`src/rtl/pgsel_pkg.sv`:
```
package pgsel_pkg;
  localparam int PAGE_W  = 3;
  localparam int SLOTS   = 4;
  localparam int SLOT_W  = $clog2(SLOTS);
  localparam int DATA_W  = 8;
  localparam int OP_HI   = 7;
  localparam int OP_LO   = 6;
  localparam int SLOT_HI = 5;
  localparam int SLOT_LO = 4;

  typedef struct packed {
    logic              loadNew;
    logic              saveCur;
    logic              restore;
    logic [SLOT_W-1:0] slotIdx;
    logic [PAGE_W-1:0] newPage;
  } pgStrobes_t;
endpackage

```
`src/rtl/pgsel_ctrl.sv`:
```
module pgsel_ctrl
  import pgsel_pkg::*;
(
  input  logic              wrEn,
  input  logic [DATA_W-1:0] wrData,
  output pgStrobes_t        strobes
);
  logic [1:0] opCode;

  always_comb begin
    opCode          = wrData[OP_HI:OP_LO];
    strobes.slotIdx = wrData[SLOT_HI:SLOT_LO];
    strobes.newPage = wrData[PAGE_W-1:0];
    strobes.loadNew = wrEn && (opCode != 2'b11);
    strobes.saveCur = wrEn && (opCode == 2'b10);
    strobes.restore = wrEn && (opCode == 2'b11);
  end
endmodule

```
`src/rtl/pgsel_datapath.sv`:
```
module pgsel_datapath
  import pgsel_pkg::*;
(
  input  logic              clk,
  input  logic              rstN,
  input  pgStrobes_t        strobes,
  output logic [PAGE_W-1:0] pageQ
);
  logic [PAGE_W-1:0] slotQ [SLOTS];

  for (genvar s = 0; s < SLOTS; s++) begin : gSlot
    always_ff @(posedge clk or negedge rstN) begin
      if (!rstN)
        slotQ[s] <= '0;
      else if (strobes.saveCur && (strobes.slotIdx == SLOT_W'(s)))
        slotQ[s] <= pageQ;
    end
  end

  always_ff @(posedge clk or negedge rstN) begin
    if (!rstN)
      pageQ <= '0;
    else if (strobes.restore)
      pageQ <= slotQ[strobes.slotIdx];
    else if (strobes.loadNew)
      pageQ <= strobes.newPage;
  end
endmodule

```
`src/rtl/pgsel_top.sv`:
```
module pgsel_top
  import pgsel_pkg::*;
(
  input  logic              clk,
  input  logic              rstN,
  input  logic              wrEn,
  input  logic [7:0]        wrData,
  output logic [7:0]        rdData,
  output logic [2:0]        curPage
);
  pgStrobes_t strobes;

  pgsel_ctrl uCtrl (
    .wrEn    (wrEn),
    .wrData  (wrData),
    .strobes (strobes)
  );

  pgsel_datapath uDp (
    .clk     (clk),
    .rstN    (rstN),
    .strobes (strobes),
    .pageQ   (curPage)
  );

  assign rdData = {{(DATA_W-PAGE_W){1'b0}}, curPage};
endmodule

```
`config.mk`:
```
export PLATFORM = sky130hd
export DESIGN_NAME = pgsel_top
export DESIGN_NICKNAME = d
export VERILOG_FILES = /design/src/rtl/pgsel_pkg.sv /design/src/rtl/pgsel_ctrl.sv /design/src/rtl/pgsel_datapath.sv /design/src/rtl/pgsel_top.sv
export SDC_FILE = /design/constraint.sdc
export NUM_CORES = 1
export LEC_CHECK = 0
export BUFFER_PORTS_ARGS = -buffer_cell sky130_fd_sc_hd__buf_2
export CORE_ASPECT_RATIO = 0.9
export CORE_MARGIN = 5
export CORE_UTILIZATION = 45
export DETAILED_ROUTE_END_ITERATION = 8
export PLACE_DENSITY = 0.81
export SYNTH_ARGS = -nofsm -noshare
export SYNTH_HDL_FRONTEND = slang
export SYNTH_SLANG_ARGS = --single-unit
```
`constraint.sdc`:
```
create_clock -name clk -period 1.61 [get_ports clk]
set_input_delay 0.161 -clock clk [delete_from_list [all_inputs] [get_ports clk]]
set_output_delay 0.161 -clock clk [all_outputs]
set_load 0.02 [all_outputs]
```
==> run_results.csv <==
group,metric,value,unit
run_status,status,"completed",
sta,hold_slack,179,ps
pwr,power_density,1110,nW/um2
sta,rsz0062_at_grt,"false",
global_route,grt_pass1_wl,2140,um
global_route,grt-ovfl-total,0,
layout,drive_gt1_share,47.2,%
worst_setup_path,cpPeakStageDelay,500,ps
logic_synthesis,ys_warn_count,0,
pwr,p_int,707,uW
clock_tree,htreeDepth,1,
pwr,cellLeakagePower,0.439,nW
layout,insertedDiodeCount,0,
layout,multi_input_area,359,um2
clock_tree,clkTransAtPathRegs,80,ps
global_route,grt_max_degree,16,
placement,gp_congestion,0.715,
pwr,ir_drop,0.000686,V
layout,n_fill_cell,147,
logic_synthesis,syn_avg_cell_area,13.9,um2
route,drt_first_pass_iters,2,
pwr,swShare,27.4,%
clock_tree,tritoncts,"yes",
sta,final_max_slew_viol_count,0,
placement,placed_area,843,um2
die,core,1680,um2
sta,clock.fmax,821,MHz
worst_hold_path,hp-class,"in2reg",
clock_tree,clock_latency,280,ps
worst_setup_path,crit_type,"reg2reg",
logic_synthesis,syn-cell-area,806,um2
global_route,grt_antenna_before_repair,0,
worst_hold_path,hold_path_startpoint,"wrEn",
worst_setup_path,crit_path_start,"uDp.slotQ[3]",
pwr,p_comb_share,24.6,%
sta,fin_worst_skew,9.87,ps
worst_setup_path,worst_ep_arrival_time,1380,ps
route,drt_iter0_drc,3,
global_route,grt_use_total,11.1,%
sta,hold_viol_final,0,
die,die_height,50.1,um
route,finalWirelength,1310,um
die,die_area,2740,um2
clock_tree,clock-sinks,15,
worst_setup_path,startpoint_type,"flop",
logic_synthesis,synth_seq_cells,15,
sta,setup_ws,392,ps
worst_setup_path,crit_fanout,2,
pwr,switchingPower,267,uW
pwr,p_clk_share,21.6,%
worst_setup_path,crit_path_top_delay_cell,"mux4_1",
placement,dp_hpwl,1050,um
layout,area_growth,9.32,%
die,io_pins,22,
worst_setup_path,end_kind,"flop",
worst_setup_path,required,1770,ps
logic_synthesis,synth_cell_types,17,
logic_synthesis,synth_cells,58,
worst_setup_path,reg2reg_from,"uDp.slotQ[3]",
die,rows,14,
layout,fin_area,881,um2
run,maxCapViolCount,0,
sta,timing.final.crit_share,75.6,%
route,via_count,461,
placement,port_buffers,15,
route,viasPerCell,4.80,
layout,finalNonFillerCells,96,
route,drc,0,
sta,finalSetupViolCount,0,
pwr,seqPwrFrac,53.8,%
layout,final_nets,84,
clock_tree,cts_buffer_depth,2,
global_route,grt_pass1_vias,446,
worst_setup_path,crit_chain,"mux4_1, mux2i_1, a21oi_1",
logic_synthesis,yosysSeqAreaShare,46.6,%
sta,final.setup.tns,0,ps
route,post_drt_wl_per_cell,13.7,um
placement,pre_cts_ws,269,ps
sta,fin_crit,1220,ps
die,die_w,54.6,um
route,antenna_left,0,
die,initial_core_util,47.9,%
layout,regArea,375,um2
clock_tree,root_buffer,"clkbuf_4",
clock_tree,cts_made_buffers,3,
placement,dp.cells,91,
==> cell usage in the layout, fill, tap and decap left out <==
cell	instances
nor3_1	1
mux2_4	3
nand3b_4	1
mux2_2	9
dlygate4sd3_1	1
or2_1	1
clkinv_2	1
inv_2	1
nand2_1	1
nand4b_1	1
dfrtp_1	15
mux2i_1	3
conb_1	5
buf_2	15
or3_4	1
clkbuf_4	3
mux4_1	3
nor2_1	4
a21oi_1	3
==> stage by stage <==
stage / total power [mW] / util, %
finish: 0.974 / 52.4
global route: 1.05 / 52.4
CTS: 0.992 / 52.4
detailed placement: 0.775 / 50.1
global placement: 0.760 / 50.1
floorplan: 0.727 / -
==> layout make-up <==
cell class	count	share of cell area (%)
clock inverters	1	0.568
inverters	1	0.426
clock buffers	3	2.56
flip-flops and latches	15	42.6
multi-input cells	36	40.8
well taps	24	3.41
repair buffers	16	9.66
==> power groups by stage <==
| stage | Clock [mW] | Combinational [mW] | Sequential (mW) |
|---|---|---|---|
| after CTS | 0.224 | 0.244 | 0.525 |
| after global placement | 0 | 0.234 | 0.526 |
| after global routing | 0.246 | 0.262 | 0.537 |
| after detailed placement | 0 | 0.243 | 0.532 |
| after floorplan | 0 | 0.203 | 0.524 |
| final | 0.210 | 0.240 | 0.524 |
==> logic make-up after synthesis <==
kind of cell           Yosys count  synth area share, %
buffers and inverters           11                 10.7
DFF                             15                 46.6
other                            1                0.465
AOI/OAI and AO/OA                3                 1.86
and+or+nand+nor                 10                 8.69
muxes                           18                 31.7
==> path summary, 6_finish.rpt <==
path | endpoint | slack (ps) | cells past startpoint
max | uDp.pageQ[0] | 390 | 3
min | uDp.pageQ[0] | 180 | 2
max reg2reg | uDp.pageQ[0] | 390 | 3
min reg2reg | uDp.slotQ[7] | 510 | 1
max in group asynchronous | uDp.pageQ[1] | 1060 | 2
min in group asynchronous | uDp.slotQ[6] | 290 | 2
==> critical path, delay by kind of cell, from the launching register on <==
kind,cells,cell delay (ps)
muxes,2,630
DFF,1,400
AOI/OAI and AO/OA,1,70
==> registers in the layout (all words and copies together) (netlist names) <==
signal,count
uDp.pageQ,3
uDp.slotQ,12
==> cells in the mapped netlist <==
library cell | instances | area share [%]
inv_2 | 1 | 0.47
nor2_1 | 4 | 1.9
nand2_1 | 1 | 0.47
mux2_4 | 3 | 5.6
conb_1 | 1 | 0.47
buf_6 | 2 | 2.8
mux2_2 | 9 | 13
nor3_1 | 1 | 0.62
a21oi_1 | 3 | 1.9
or3_4 | 1 | 1.4
dfrtp_1 | 15 | 47
nand4b_1 | 1 | 1.1
buf_4 | 8 | 7.5
or2_1 | 1 | 0.78
nand3b_4 | 1 | 2.5
mux2i_1 | 3 | 3.7
mux4_1 | 3 | 9.8
==> timing repair <==
item,4_1_cts,5_1_grt
setup buffers,0,0
resized for setup,0,0
hold endpoints to repair,15,0
hold buffers,1,0
==> per-layer routing <==
metal | vias up | wire length, um | GRT usage, %
li1 | 224 | - | -
met2 | 15 | 643 | 17.7
met4 | 0 | 0 | 2.49
met3 | 0 | 111 | 6.51
met1 | 222 | 557 | 12.7
met5 | - | 0 | 0
Power figures use the tool's default switching activity.
